## src/rtl/hsk_pkg.sv

```systemverilog
package hsk_pkg;

  // Line-2 mode, taken from control field bits 3:1; bit 2 marks output modes
  typedef enum logic [2:0] {
    L2_IN_FALL_CLR   = 3'b000,
    L2_IN_FALL_KEEP  = 3'b001,
    L2_IN_RISE_CLR   = 3'b010,
    L2_IN_RISE_KEEP  = 3'b011,
    L2_OUT_HANDSHAKE = 3'b100,
    L2_OUT_PULSE     = 3'b101,
    L2_OUT_LOW       = 3'b110,
    L2_OUT_HIGH      = 3'b111
  } l2_mode_e;

  typedef struct packed {
    logic rise;
    logic fall;
  } hsk_edge_t;

  localparam int NUM_LINES = 2;

endpackage

```

## src/rtl/hsk_sync.sv

```systemverilog
module hsk_sync #(
  parameter int STAGES = 2
) (
  input  logic clk,
  input  logic rst_n,
  input  logic en,
  input  logic d,
  output logic q
);

  logic [STAGES:0] tap;

  assign tap[0] = d;

  for (genvar i = 0; i < STAGES; i++) begin : g_stage
    logic st_q;

    always_ff @(posedge clk or negedge rst_n) begin
      if (!rst_n) begin
        st_q <= 1'b0;
      end else if (en) begin
        st_q <= tap[i];
      end
    end

    assign tap[i+1] = st_q;
  end

  assign q = tap[STAGES];

endmodule

```

## src/rtl/hsk_edge.sv

```systemverilog
module hsk_edge
  import hsk_pkg::*;
#(
  parameter int ARM_CYCLES = 3
) (
  input  logic      clk,
  input  logic      rst_n,
  input  logic      en,
  input  logic      smp,
  output hsk_edge_t ev
);

  localparam int            CW      = $clog2(ARM_CYCLES + 1);
  localparam logic [CW-1:0] ARM_LIM = CW'(ARM_CYCLES);

  logic          hist_q;
  logic          hist_d;
  logic [CW-1:0] arm_q;
  logic [CW-1:0] arm_d;
  logic          armed;

  // Edges are masked until the history flop holds a real sample
  assign armed = (arm_q == ARM_LIM);

  always_comb begin
    hist_d = smp;
    arm_d  = armed ? arm_q : arm_q + 1'b1;
  end

  always_ff @(posedge clk or negedge rst_n) begin
    if (!rst_n) begin
      hist_q <= 1'b0;
      arm_q  <= '0;
    end else if (en) begin
      hist_q <= hist_d;
      arm_q  <= arm_d;
    end
  end

  assign ev.rise = armed &  smp & ~hist_q;
  assign ev.fall = armed & ~smp &  hist_q;

endmodule

```

## src/rtl/hsk_line2_drv.sv

```systemverilog
module hsk_line2_drv
  import hsk_pkg::*;
(
  input  logic     clk,
  input  logic     rst_n,
  input  logic     en,
  input  l2_mode_e mode,
  input  logic     acc,
  input  logic     l1_evt,
  output logic     out,
  output logic     oe_n
);

  logic out_q;
  logic out_d;
  logic oe_n_q;
  logic oe_n_d;

  always_comb begin
    out_d  = out_q;
    oe_n_d = ~mode[2];
    case (mode)
      L2_OUT_HANDSHAKE: begin
        // access wins over a same-cycle line-1 edge
        if (acc) begin
          out_d = 1'b0;
        end else if (l1_evt) begin
          out_d = 1'b1;
        end
      end
      L2_OUT_PULSE: out_d = ~acc;
      L2_OUT_LOW:   out_d = 1'b0;
      L2_OUT_HIGH:  out_d = 1'b1;
      default:      out_d = 1'b1;  // input modes rest high
    endcase
  end

  always_ff @(posedge clk or negedge rst_n) begin
    if (!rst_n) begin
      out_q  <= 1'b1;
      oe_n_q <= 1'b1;
    end else if (en) begin
      out_q  <= out_d;
      oe_n_q <= oe_n_d;
    end
  end

  assign out  = out_q;
  assign oe_n = oe_n_q;

endmodule

```

## src/rtl/hsk_ctl_lines.sv

```systemverilog
module hsk_ctl_lines
  import hsk_pkg::*;
#(
  parameter int SYNC_STAGES = 2,
  parameter int RST_STAGES  = 2
) (
  input  logic       clk,
  input  logic       rst_n,
  input  logic       clk_en,
  input  logic [3:0] ctl_field,
  input  logic       line1_in,
  input  logic       line2_in,
  input  logic       acc_rd,
  input  logic       acc_wr,
  output logic       line1_set,
  output logic       line1_clr,
  output logic       line2_set,
  output logic       line2_clr,
  output logic       line2_out,
  output logic       line2_oe_n
);

  localparam int ARM_CYCLES = SYNC_STAGES + 1;

  // ---------------- reset release ----------------
  logic [RST_STAGES-1:0] rst_pipe;
  logic                  core_rst_n;

  always_ff @(posedge clk or negedge rst_n) begin
    if (!rst_n) begin
      rst_pipe <= '0;
    end else begin
      rst_pipe <= {rst_pipe[RST_STAGES-2:0], 1'b1};
    end
  end

  assign core_rst_n = rst_pipe[RST_STAGES-1];

  // ---------------- input capture ----------------
  logic [NUM_LINES-1:0] line_raw;
  logic [NUM_LINES-1:0] line_smp;
  hsk_edge_t            line_ev [NUM_LINES];

  assign line_raw = {line2_in, line1_in};

  for (genvar i = 0; i < NUM_LINES; i++) begin : g_line
    hsk_sync #(.STAGES(SYNC_STAGES)) u_sync (
      .clk   (clk),
      .rst_n (core_rst_n),
      .en    (clk_en),
      .d     (line_raw[i]),
      .q     (line_smp[i])
    );

    hsk_edge #(.ARM_CYCLES(ARM_CYCLES)) u_edge (
      .clk   (clk),
      .rst_n (core_rst_n),
      .en    (clk_en),
      .smp   (line_smp[i]),
      .ev    (line_ev[i])
    );
  end

  // ---------------- decode ----------------
  l2_mode_e mode2;
  logic     l1_rise_sel;
  logic     acc;
  logic     l1_hit;
  logic     l2_hit;

  assign mode2       = l2_mode_e'(ctl_field[3:1]);
  assign l1_rise_sel = ctl_field[0];
  assign acc         = acc_rd | acc_wr;

  // ---------------- flag requests ----------------
  logic set1_q, set1_d;
  logic set2_q, set2_d;
  logic clr1_q, clr1_d;
  logic clr2_q, clr2_d;

  always_comb begin
    l1_hit = l1_rise_sel ? line_ev[0].rise : line_ev[0].fall;
    l2_hit = ~mode2[2] & (mode2[1] ? line_ev[1].rise : line_ev[1].fall);
    set1_d = l1_hit;
    set2_d = l2_hit;
    clr1_d = acc;
    clr2_d = acc & ((mode2 == L2_IN_FALL_CLR) | (mode2 == L2_IN_RISE_CLR));
  end

  always_ff @(posedge clk or negedge core_rst_n) begin
    if (!core_rst_n) begin
      set1_q <= 1'b0;
      set2_q <= 1'b0;
      clr1_q <= 1'b0;
      clr2_q <= 1'b0;
    end else if (clk_en) begin
      set1_q <= set1_d;
      set2_q <= set2_d;
      clr1_q <= clr1_d;
      clr2_q <= clr2_d;
    end
  end

  assign line1_set = set1_q;
  assign line2_set = set2_q;
  assign line1_clr = clr1_q;
  assign line2_clr = clr2_q;

  // ---------------- line-2 driver ----------------
  hsk_line2_drv u_drv (
    .clk    (clk),
    .rst_n  (core_rst_n),
    .en     (clk_en),
    .mode   (mode2),
    .acc    (acc),
    .l1_evt (l1_hit),
    .out    (line2_out),
    .oe_n   (line2_oe_n)
  );

endmodule

```

## config.mk

```make
export PLATFORM = sky130hd
export DESIGN_NAME = hsk_ctl_lines
export DESIGN_NICKNAME = d
export VERILOG_FILES = /design/src/rtl/hsk_pkg.sv /design/src/rtl/hsk_sync.sv /design/src/rtl/hsk_edge.sv /design/src/rtl/hsk_line2_drv.sv /design/src/rtl/hsk_ctl_lines.sv
export SDC_FILE = /design/constraint.sdc
export NUM_CORES = 1
export LEC_CHECK = 0
export ABC_AREA = 1
export BUFFER_PORTS_ARGS = -buffer_cell sky130_fd_sc_hd__buf_2
export CORE_UTILIZATION = 46
export DETAILED_ROUTE_END_ITERATION = 6
export GPL_TIMING_DRIVEN = 0
export PLACE_DENSITY = 0.7
export SLEW_MARGIN = 20
export SYNTH_ARGS = -nofsm -noshare
export SYNTH_HDL_FRONTEND = slang
export SYNTH_SLANG_ARGS = --single-unit
```

## constraint.sdc

```tcl
create_clock -name clk -period 0.8 [get_ports clk]
set_clock_uncertainty 0.05 [all_clocks]
set_input_delay 0.16 -clock clk [delete_from_list [all_inputs] [get_ports clk]]
set_output_delay 0.16 -clock clk [all_outputs]
set_load 0.01 [all_outputs]
```

Word level (Yosys, flattened, before mapping). Index checks and enable logic that the tools add are counted.

Input port bits: 11. Logic and storage cells: 53. Bits in registers: 18.

Bitwise logic cells: 20. Reductions and logical operators: 4. Eq/ne operators: 7. $add $sub $neg: 2. Mux-type cells: 5.

Operator list (number): bitwise AND 1 bit (10); equality test 3 bit, second input constant (3); NOT 1 bit (8); AND reduction 2 bit (3); adder 2 x 1 -> 2 bit, second input constant (2); equality test 2 bit, second input constant (2); 2-to-1 mux 1 bit (4); equality test 3 x 2 -> 1 bit, second input constant (1); logical NOT 3 bit (1); inequality test 3 bit, second input constant (1); one-hot mux 1 bit (3 select lines) (1); bitwise OR 1 bit (2).

Longest topological paths before layout. Gate-level depths: netlist (run 1).

Word-level depth: 7. Mapped depth: 6. Gate-level depth less buffers: 5.

Hierarchy. A second synthesis (run 1) with hierarchy kept.

Cells, all modules: 108. Area, all modules: 850.8 µm².

Modules (own cells, without submodules): hsk_edge (cells each 19, area each 153.9 µm², times used 2); hsk_ctl_lines (cells each 36, area each 274.0 µm², times used 1); hsk_sync (cells each 9, area each 76.3 µm², times used 2); hsk_line2_drv (cells each 16, area each 116.4 µm², times used 1).

Worst setup path after synthesis (run 1). Ideal clock, no wire load.

Kind: reg-to-reg. Start: reg g_line[0].u_edge.arm_q[0]. End: reg g_line[0].u_edge.arm_q[0]. Arrival: 0.987 ns. Library setup time: 0.123 ns. Slack: -0.360 ns. Buffers on the path: 0. Cell stages (with the launch flop): 4. Cell sequence: dfrtp_1 -> ha_1 -> or2_4 -> xnor2_2.

Longest elaborated chain between the ends: 3.

Ends and longest elaborated chain: from (decl) (RTL line hsk_edge.sv:18) `logic [CW-1:0] arm_q;`; from (signal assigned) (RTL line hsk_edge.sv:36) `arm_q <= arm_d;`; equality test 2 bit (RTL line hsk_edge.sv:23) `assign armed = (arm_q == ARM_LIM);`; NOT 1 bit (no source line); AND reduction 2 bit (no source line).

Several ways; a longest one is shown, not always the timed one. A chain may end at the register's enable or synchronous reset.

Final worst setup path (run 1).
Start: reg u_drv.oe_n_q, in the netlist u_drv.oe_n. End: out line2_oe_n.

RTL lines: from (decl) (RTL line hsk_line2_drv.sv:16) `logic oe_n_q;`; from (signal assigned) (RTL line hsk_line2_drv.sv:44) `oe_n_q <= oe_n_d;`; to (decl) (RTL line hsk_ctl_lines.sv:20) `output logic line2_oe_n`.

No word-level cell between the ends.

==> results of run 1 <==
[cell families (layout without fill, tap and decap cells)]
kind of cell,Yosys count,after routing
xor gates and xnor gates,2,2
other,1,1
adders and majority gates,2,2
buffers and inverters,16,41
and+or+nand+nor,40,40
AOI/OAI and AO/OA,11,11
DFF,18,18
[path summary, 6_finish.rpt]
path | endpoint | slack, ps | cells after the start
min | g_line[1].u_sync.g_stage[0].st_q$_DFFE_PN0P_ | 8 | 3
min reg2reg | g_line[0].u_edge.arm_q[1]$_DFFE_PN0P_ | 130 | 0
max | line2_oe_n | -360 | 1
min in group asynchronous | rst_pipe[1]$_DFF_PN0_ | 100 | 2
max reg2reg | g_line[0].u_edge.arm_q[0]$_DFFE_PN0P_ | -340 | 3
max in group asynchronous | u_drv.oe_n$_DFFE_PN1P_ | 270 | 0
[per-layer routing]
| metal | wire length [um] | vias up |
|---|---|---|
| met2 | 661 | 19 |
| met4 | 36 | 0 |
| met5 | 0 | - |
| met3 | 74 | 5 |
| met1 | 652 | 284 |
| li1 | - | 322 |
[stage by stage]
step | utilization, % | TNS, ps | hold slack (ps)
6_report | 67.3 | -3340 | 7.62
5_1_grt | 67.3 | -3820 | 22.6
4_1_cts | 65.3 | -3390 | 6.27
3_5_place_dp | 58.0 | -1740 | -103
3_3_place_gp | 58.0 | -1600 | -105
2_1_floorplan | - | -1250 | -186
[state kept, by name, indices dropped and copies added (netlist names), 2 cells and up]
signal	cells
rst_pipe	2
g_line.u_sync.q	2
g_line.u_edge.arm_q	4
g_line.u_edge.hist_q	2
g_line.u_sync.g_stage.st_q	2
[where the power goes]
group / switching, mW / leakage [nW] / internal, mW / total [mW]
registers: 0.118 / 0.218 / 1.10 / 1.22
clock network: 0.279 / 0.0210 / 0.278 / 0.557
logic: 0.408 / 0.335 / 0.500 / 0.908
[Yosys cell counts]
library cell   n
nor3_1         1
ha_1           2
or2_2          1
conb_1         1
or2_4          1
nor2_1         4
o21ai_2        1
inv_2          1
inv_1         13
buf_6          1
a21oi_1        2
dfrtp_1       16
xnor2_1        1
buf_2          1
nand2_1       30
nand3_1        3
dfstp_2        2
xnor2_2        1
o21ai_0        8
[layout make-up]
class	count	area [sq um]	area share [%]
clock buffer	4	36.3	3.46
tap	16	20.0	1.91
multi-input combinational	56	330	31.5
buffer	2	16.3	1.55
inverter	14	52.6	5.01
sequential	18	454	43.3
timing repair buffer	21	139	13.2
[repair_timing]
item	4_1_cts	5_1_grt
pin swaps	3	8
hold buffers	1	0
setup buffers	5	1
setup endpoints to repair	13	30
endpoints found under the hold margin	2	0
gates resized for setup	9	9
==> impl_metrics.yaml, run 1 <==
run_status:
  outcome: "finished, violations left"
  violations: "DRC, setup timing"
cts:
  cts-buffers-inserted: 3
  cts.sink_count: 18
  clk_root_buffer_cell: "clkbuf_4"
  clock_tree_from_tritoncts: "built"
  cts_max_path_buffers: 2
  clk_transition_reported_paths_ps: 100
  worst_skew_pair.late_latency_ps: 300
  cts_htree_levels: 1
route:
  drt-wirelength-per-cell_um: 10.9
  route.final.wire_length_mm: 1.43
  vias_per_cell: 4.81
  drtAntennaViolNets: 0
  drt_initial_violations: 11
  firstDrtPassIters: 6
  num_vias: 630
  drt_drc_violations_left: 2
grt:
  grt_usage_pct: 17.9
  gr-total-overflow: 0
  grt_antenna_before_repair: 0
  grt_use_met2_pct: 29.6
  top_usage_layer: "met2"
  grt_pass1_vias: 608
  grt_start_max_net_pins: 17
  first_pass_grt_wire_length_mm: 2.44
  grt.met3_usage_pct: 2.50
  met1_usage_pct: 21.9
yosys:
  synth_compound_area_share_pct: 7.38
  yosys-mux-area-fraction_pct: 0
  synth_top_cells_by_area: "dfrtp_1 (50%), nand2_1 (14%), dfstp_2 (6.6%)"
  synthesis.yosys.warnings: 0
  synth-adder-area-share_pct: 3.14
  synthCells: 90
  post-synth-top-area-fraction_pct: 50.2
  largest_family_of_logic_cells_by_synthesized_area: "simple AND/OR/NAND/NOR gates"
  mappedNetlistArea_sq_um: 797
  ys_seq_elements: 18
  post_synth_and_or_nand_nor_area_fraction_pct: 20.4
  synth_area_leader: "dfrtp_1"
  post_synth_xor_area_fraction_pct: 3.14
  seq_area_frac_synth_pct: 56.8
  yosysUniqueCellTypes: 19
  postSynthAreaPerCell_sq_um: 8.86
  synthesis.nets: 103
sta:
  clock_period_minus_worst_slack_ps: 1160
  final_count_of_hold_timing_violations: 0
  setup_violation_total_in_the_final_timing_report: 13
  timing.final.crit_share_pct: 145
  maxClockFrequency_mhz: 864
  postLayoutSetupSlackWorst_ps: -357
  timing_max_transition_violations_final: 0
  rsz0062_at_grt: "yes"
power_and_ir_drop:
  power.leakage_nw: 0.574
  powerDensity_mw_per_mm2: 2560
  fin_total_pwr_mw: 2.68
  ir_drop_mv: 1.77
placement:
  port_buffers: 15
  dpl_cell_area_sq_um: 905
  place.gp.congestion: 0.779
  detailed_place_hpwl_um: 993
  preCtsSetupSlack_ps: -336
  placed_instance_count: 121
setup_path:
  critical_path_required_ps: 590
  setup.worst_path.end_class: "primary output"
  critical_path.slowest_cell: "dfstp_2"
  worst-path-max-fanout: 2
  timing.critical_path.buf_inv: 1
  critPathMaxStageDelay_ps: 550
  worst_setup_path_start_kind: "register"
  worst_setup_path_startpoint: "u_drv.oe_n$_DFFE_PN1P_"
  reg2reg_from: "g_line[0].u_edge.arm_q[1]$_DFFE_PN0P_"
  timing.critical_path.cells: "buf_6"
  critical_path_class: "reg2out"
  critical_path.top_delay_family: "flip-flops"
  critical_path_arrival_ps: 950
finish:
  fraction_of_final_layout_cells_sized_beyond_drive_strength_1_pct: 42.6
  layout-area-overhead-vs-synth_pct: 31.6
  mostFrequentLayoutCells: "nand2_1 (24), dfrtp_1 (15), buf_2 (14), inv_1 (11), o21ai_0 (6)"
  n_fill_cell: 138
  antenna_cells_inserted: 0
  nets: 129
  mostFrequentLayoutCell: "nand2_1"
  fin_cells: 131
  design_area_sq_mm: 0.00105
die:
  dieWidth_um: 43.6
  floorplan.initialDensity_pct: 51.1
  floorplan.io_pins: 17
  design.core.area_sq_mm: 0.00156
  floorplan.die_area_sq_mm: 0.00190
  num_rows: 14
  die_y_um: 43.6
min_path:
  start_point_of_the_worst_min_delay_path: "line2_in"
  hold_class: "in2reg"
run:
  max-cap-violations: 0
Note: power is estimated with default switching activity, not from simulation.
==> inputs of run 2 (changes only) <==
--- a/config.mk
+++ b/config.mk
@@ -6,11 +6,11 @@
 export NUM_CORES = 1
 export LEC_CHECK = 0
 export ABC_AREA = 1
-export BUFFER_PORTS_ARGS = -buffer_cell sky130_fd_sc_hd__buf_2
-export CORE_UTILIZATION = 46
+export CORE_UTILIZATION = 53
 export DETAILED_ROUTE_END_ITERATION = 6
+export DONT_BUFFER_PORTS = 1
 export GPL_TIMING_DRIVEN = 0
-export PLACE_DENSITY = 0.7
+export PLACE_DENSITY = 0.71
 export SLEW_MARGIN = 20
 export SYNTH_ARGS = -nofsm -noshare
 export SYNTH_HDL_FRONTEND = slang
==> run 2 against run 1 <==
The flow finishes with violations (hold timing, setup timing). Critical path depth is 2 higher. Global-route usage is 1.6 points higher. Setup slack better by 21 ps. Total power is 6.0% lower. Wire length is 12% lower. Via count is 7.0% lower. Utilization is 3.1 points higher. Non-clock buffer count is 13 lower.
==> impl_metrics.yaml, run 2 (synthesized netlist as in run 1, its figures left out) <==
finish:
  n_fill_cell: 116
  mostFrequentLayoutCell: "nand2_1"
  antenna_cells_inserted: 0
  fraction_of_final_layout_cells_sized_beyond_drive_strength_1_pct: 27.5
  largest_register_ff_count: 4
  nets: 116
  layout-area-overhead-vs-synth_pct: 19.2
  regMostFlops: "g_line.u_edge.arm_q"
  register_area_sq_um: 454
  multiInputGateArea_sq_um: 302
  mostFrequentLayoutCells: "nand2_1 (27), dfrtp_1 (15), inv_1 (11), o21ai_0 (8)"
grt:
  gr-total-overflow: 0
  grt_usage_pct: 19.4
  grt_antenna_before_repair: 0
  grt_pass1_vias: 537
  grt_start_max_net_pins: 17
  first_pass_grt_wire_length_mm: 2.02
sta:
  timing_max_transition_violations_final: 0
  maxClockFrequency_mhz: 880
  rsz0062_at_grt: "yes"
  fin_worst_hold_slack_ps: -50.1
  final_count_of_hold_timing_violations: 2
  clock_period_minus_worst_slack_ps: 1140
  postLayoutSetupSlackWorst_ps: -336
  setup_violation_total_in_the_final_timing_report: 13
  timing.final.crit_share_pct: 142
setup_path:
  critical_path_class: "reg2reg"
  worst-path-max-fanout: 3
  critPathMaxStageDelay_ps: 400
  r2r-end: "g_line[0].u_edge.arm_q[0]$_DFFE_PN0P_"
  timing.critical_path.cells: "ha_2 > or2_4 > xnor2_2"
  worst_reg2reg_path_depth: 3
  setup.worst_path.end_class: "register"
  worst_setup_path_start_kind: "register"
  ff2ff_setup_slack_ps: -340
  critical_path_required_ps: 930
  timing.critical_path.buf_inv: 0
  worst_setup_path_startpoint: "g_line[0].u_edge.arm_q[1]$_DFFE_PN0P_"
  critical_path_arrival_ps: 1270
  critical_path.top_delay_family: "flip-flops"
  reg2reg_from: "g_line[0].u_edge.arm_q[1]$_DFFE_PN0P_"
  critical_path.slowest_cell: "dfrtp_1"
  critical_path_cell_count: 3
route:
  route.final.wire_length_mm: 1.25
  drt_drc_violations_left: 0
  drt-wirelength-per-cell_um: 10.7
  drtAntennaViolNets: 0
  drt_initial_violations: 8
  num_vias: 586
  firstDrtPassIters: 3
  vias_per_cell: 5.01
die:
  design.core.area_sq_mm: 0.00135
  floorplan.die_area_sq_mm: 0.00166
  num_rows: 13
  die_y_um: 40.8
  floorplan.initialDensity_pct: 59.0
  floorplan.io_pins: 17
  dieWidth_um: 40.8
power_and_ir_drop:
  fin_total_pwr_mw: 2.52
  netSwitchingFraction_pct: 29.6
  total_switching_power_mw: 0.746
  power.share.clock_pct: 21.6
  power.leakage_nw: 0.495
  powerDensity_mw_per_mm2: 2650
  seq_power_share_pct: 49.0
  cellInternalPower_mw: 1.77
  ir_drop_mv: 1.44
  power.combinational.fraction_pct: 29.4
placement:
  port_buffers: 0
  preCtsSetupSlack_ps: -336
  place.gp.congestion: 0.669
  detailed_place_hpwl_um: 856
run_status:
  violations: "hold timing, setup timing"
  outcome: "finished, violations left"
min_path:
  start_point_of_the_worst_min_delay_path: "ctl_field[3]"
  hold_class: "in2reg"
  hold_path_depth: 3
  holdPathEnd: "u_drv.oe_n$_DFFE_PN1P_"
cts:
  worst_skew_pair.late_latency_ps: 290
  cts_max_path_buffers: 2
  clk_transition_reported_paths_ps: 100
  cts.sink_count: 18
  clk_root_buffer_cell: "clkbuf_4"
  cts-buffers-inserted: 3
  cts_htree_levels: 1
  cts-hold-fix-buffers: 4
  clock_tree_from_tritoncts: "built"
run:
  max-cap-violations: 0
[run 2: cell count changes in the layout (fill, tap and decap cells not counted), sizes merged]
cell,before,now
buf,22,6
dlygate4sd3,1,4
[run 2: repair_timing]
item,in CTS,in global routing
pin swaps,6,3
setup endpoints to repair,14,30
setup buffers,4,0
endpoints found under the hold margin,7,2
resized for setup,5,1
[run 2: worst register-to-register path, cell delays in order, from the launching register on]
cell	delay (ps)
dfrtp_1	400
ha_2	190
or2_4	250
xnor2_2	140
[run 2: layout make-up]
type / count / share of cell area (%)
buffer: 2 / 1.71
clock buffer: 4 / 3.82
inverter: 14 / 5.53
multi-input combinational: 56 / 31.8
sequential: 18 / 47.8
tap: 15 / 1.98
timing repair buffer: 8 / 7.38
[run 2: worst max-delay path by stage]
| stage | end | slack, ps |
|---|---|---|
| after floorplan | g_line[0].u_edge.arm_q[0]$_DFFE_PN0P_ | -310 |
| after global placement | g_line[0].u_edge.arm_q[0]$_DFFE_PN0P_ | -340 |
| after detailed placement | g_line[0].u_edge.arm_q[0]$_DFFE_PN0P_ | -340 |
| after CTS | g_line[0].u_edge.arm_q[0]$_DFFE_PN0P_ | -310 |
| after global routing | g_line[0].u_edge.arm_q[1]$_DFFE_PN0P_ | -360 |
| final | g_line[0].u_edge.arm_q[0]$_DFFE_PN0P_ | -340 |
[run 2: metal layers]
layer	vias up	global-route usage [%]	routed length, um
met1	270	21.8	556
li1	295	-	-
met4	0	12.5	29
met2	17	33.6	601
met5	-	0	0
met3	4	3.26	63
[run 2: power by group through the flow]
stage / clock, mW / combinational [mW] / sequential [mW]
2_1_floorplan: 0 / 0.454 / 1.24
3_3_place_gp: 0 / 0.508 / 1.26
3_5_place_dp: 0 / 0.530 / 1.27
4_1_cts: 0.555 / 0.736 / 1.23
5_1_grt: 0.588 / 0.860 / 1.27
6_report: 0.545 / 0.741 / 1.23
[run 2: stage by stage]
stage | instances | cell area (sq um) | utilization, % | TNS [ps]
floorplan | 90 | 810 | - | -1250
global placement | 105 | 828 | 61.4 | -1560
detailed placement | 105 | 828 | 61.4 | -1670
CTS | 117 | 948 | 70.3 | -2790
global route | 117 | 950 | 70.3 | -3310
finish | 117 | 950 | 70.3 | -2760
==> inputs of run 3 (changes only) <==
--- a/config.mk
+++ b/config.mk
@@ -5,12 +5,11 @@
 export SDC_FILE = /design/constraint.sdc
 export NUM_CORES = 1
 export LEC_CHECK = 0
-export ABC_AREA = 1
-export CORE_UTILIZATION = 53
+export CORE_UTILIZATION = 52
 export DETAILED_ROUTE_END_ITERATION = 6
 export DONT_BUFFER_PORTS = 1
 export GPL_TIMING_DRIVEN = 0
-export PLACE_DENSITY = 0.71
+export PLACE_DENSITY = 0.7
 export SLEW_MARGIN = 20
 export SYNTH_ARGS = -nofsm -noshare
 export SYNTH_HDL_FRONTEND = slang
==> run 3 against run 2 <==
The flow still finishes with violations (hold timing, setup timing). Hold slack better by 18 ps. Cell count down 26%. Flip-flop and latch count unchanged. Total power up 5.0%. Largest cell class unchanged. Highest routed layer unchanged.
==> impl_metrics.yaml, run 3 <==
sta:
  final_count_of_hold_timing_violations: 2
  maxClockFrequency_mhz: 844
  rsz0062_at_grt: "yes"
  postLayoutSetupSlackWorst_ps: -384
  fin_worst_hold_slack_ps: -31.8
  totalNegativeSetupSlack_ps: -3810
  timing.final.crit_share_pct: 148
  timing_max_transition_violations_final: 0
  clock_period_minus_worst_slack_ps: 1180
  setup_violation_total_in_the_final_timing_report: 20
yosys:
  mappedNetlistArea_sq_um: 763
  seq_area_frac_synth_pct: 59.3
  synth-edff-count: 0
  synth_top_cells_by_area: "dfrtp_1 (52%), mux2_2 (13%), dfstp_2 (6.9%)"
  postSynthAreaPerCell_sq_um: 12.9
  yosysUniqueCellTypes: 24
  synthesis.nets: 72
  post-synth-top-area-fraction_pct: 52.5
  synthCells: 59
  ys_seq_elements: 18
  synth_area_leader: "dfrtp_1"
  synthesis.yosys.warnings: 0
  share_of_synthesized_flip_flops_with_an_asynchronous_set_or_reset_pct: 100
  synth_flop_cell: "dfrtp_1"
  synth_common_cells: "dfrtp_1 (16), mux2_2 (9), nor2_1 (4)"
  synthMostInstantiatedCell: "dfrtp_1"
setup_path:
  worst_setup_path_start_kind: "register"
  timing.critical_path.cells: "ha_4 > nor2b_4 > mux2_4"
  worst-path-max-fanout: 2
  critPathMaxStageDelay_ps: 430
  critical_path.slowest_cell: "dfrtp_1"
  timing.critical_path.buf_inv: 0
  setup.worst_path.end_class: "register"
  critical_path_required_ps: 930
  critical_path.top_delay_family: "flip-flops"
  critical_path_class: "reg2reg"
  critical_path_arrival_ps: 1310
die:
  floorplan.die_area_sq_mm: 0.00162
  die_y_um: 40.3
  floorplan.initialDensity_pct: 57.2
  floorplan.io_pins: 17
  design.core.area_sq_mm: 0.00133
  num_rows: 13
  dieWidth_um: 40.3
finish:
  mostFrequentLayoutCells: "dfrtp_1 (15), buf_4 (7), mux2_4 (5), nor2_1 (4), mux2_2 (4)"
  mostFrequentLayoutCell: "dfrtp_1"
  fraction_of_final_layout_cells_sized_beyond_drive_strength_1_pct: 47.2
  regMostFlops: "g_line.u_edge.arm_q"
  largest_register_ff_count: 4
  layout-area-overhead-vs-synth_pct: 26.6
  nets: 87
  antenna_cells_inserted: 0
route:
  drtAntennaViolNets: 0
  drt_initial_violations: 0
  drt_drc_violations_left: 0
  num_vias: 477
  firstDrtPassIters: 1
  drt-wirelength-per-cell_um: 15.7
  vias_per_cell: 5.48
  route.final.wire_length_mm: 1.37
power_and_ir_drop:
  netSwitchingFraction_pct: 28.3
  power.share.clock_pct: 16.3
  ir_drop_mv: 1.51
  cellInternalPower_mw: 1.90
  power.combinational.fraction_pct: 34.8
  power.leakage_nw: 0.446
  seq_power_share_pct: 48.9
  total_switching_power_mw: 0.749
  powerDensity_mw_per_mm2: 2740
cts:
  cts-hold-fix-buffers: 2
  cts.sink_count: 18
  cts_htree_levels: 1
  cts_max_path_buffers: 2
  clk_transition_reported_paths_ps: 90
  worst_skew_pair.late_latency_ps: 280
  clk_root_buffer_cell: "clkbuf_4"
  clock_tree_from_tritoncts: "built"
  cts-buffers-inserted: 3
grt:
  grt_antenna_before_repair: 0
  top_usage_layer: "met2"
  met1_usage_pct: 21.5
  grt_usage_pct: 19.4
  first_pass_grt_wire_length_mm: 1.93
  grt_use_met2_pct: 32.3
  grt_pass1_vias: 475
  grt_start_max_net_pins: 17
  grt.met3_usage_pct: 3.89
  gr-total-overflow: 0
run_status:
  violations: "hold timing, setup timing"
  outcome: "finished, violations left"
placement:
  detailed_place_hpwl_um: 887
  port_buffers: 0
  place.gp.congestion: 0.634
run:
  max-cap-violations: 0
min_path:
  hold_class: "in2reg"
==> run 3: layout make-up <==
type	count	area, sq um
flip-flops and latches	18	454
fillers	93	368
multi-input cells	36	349
repair buffers	10	83.8
plain buffers	2	26.3
clock buffers	3	22.5
well taps	15	18.8
inverters	3	11.3
==> run 3: what timing repair did <==
item / in CTS / in global routing
hold endpoints to repair: 7 / 2
buffers inserted: 6 / 3
gates resized for setup: 3 / 3
pin swaps: 3 / 1
setup endpoints to repair: 20 / 37
gates cloned: 0 / 0
==> run 3: routing by layer <==
| metal | up-vias | part of all wire [%] |
|---|---|---|
| li1 | 230 | - |
| met1 | 235 | 44 |
| met2 | 10 | 51 |
| met3 | 2 | 4.2 |
| met4 | 0 | 0.81 |
| met5 | - | 0 |
==> run 3: logic make-up (layout without fill, tap and decap cells) <==
| group | after synthesis | after routing | share of synthesized area, % |
|---|---|---|---|
| buffers and inverters | 5 | 18 | 2.79 |
| AO/OA/AOI/OAI | 7 | 7 | 6.23 |
| XOR/XNOR | 2 | 2 | 2.30 |
| adder cells (fa/ha/maj) | 2 | 2 | 3.28 |
| flip-flops | 18 | 18 | 59.3 |
| multiplexers | 10 | 10 | 14.6 |
| AND/OR/NAND/NOR | 14 | 14 | 11.0 |
| other | 1 | 1 | 0.491 |
==> run 3: power groups by stage <==
stage	combinational, mW	sequential, mW	clock, mW
6_report	0.921	1.29	0.432
4_1_cts	0.815	1.30	0.447
3_5_place_dp	0.619	1.30	0
2_1_floorplan	0.525	1.26	0
3_3_place_gp	0.577	1.28	0
5_1_grt	1.01	1.32	0.472
==> run 3: through the flow <==
stage               cells  util, %  cell area, sq um  worst slack, ps  power [mW]
floorplan              59        -               822             -351        1.78
global placement       74     63.0               841             -376        1.86
detailed placement     74     63.0               841             -404        1.92
CTS                    85     70.6               942             -394        2.56
global route           87     72.4               966             -417        2.80
finish                 87     72.4               966             -384        2.65
==> run 3: worst paths after layout <==
| kind | from | endpoint | slack, ps | cells after the start |
|---|---|---|---|---|
| worst min-delay path | line1_in | g_line[0].u_sync.g_stage[0].st_q$_DFFE_PN0P_ | -30 | 1 |
| min in group asynchronous | rst_n | rst_pipe[0]$_DFF_PN0_ | 40 | 1 |
| worst max register to register | g_line[0].u_edge.arm_q[1]$_DFFE_PN0P_ | g_line[0].u_edge.arm_q[1]$_DFFE_PN0P_ | -380 | 3 |
| worst max-delay path | g_line[0].u_edge.arm_q[1]$_DFFE_PN0P_ | g_line[0].u_edge.arm_q[1]$_DFFE_PN0P_ | -380 | 3 |
| worst min register to register | rst_pipe[1]$_DFF_PN0_ | g_line[0].u_sync.g_stage[0].st_q$_DFFE_PN0P_ | 130 | 0 |
| max in group asynchronous | rst_pipe[1]$_DFF_PN0_ | u_drv.oe_n$_DFFE_PN1P_ | 270 | 0 |
==> run 3: worst reg2reg max path, stage by stage, from the launching register on <==
cell and delay, ps:
dfrtp_1 430, ha_4 190, nor2b_4 120, mux2_4 300
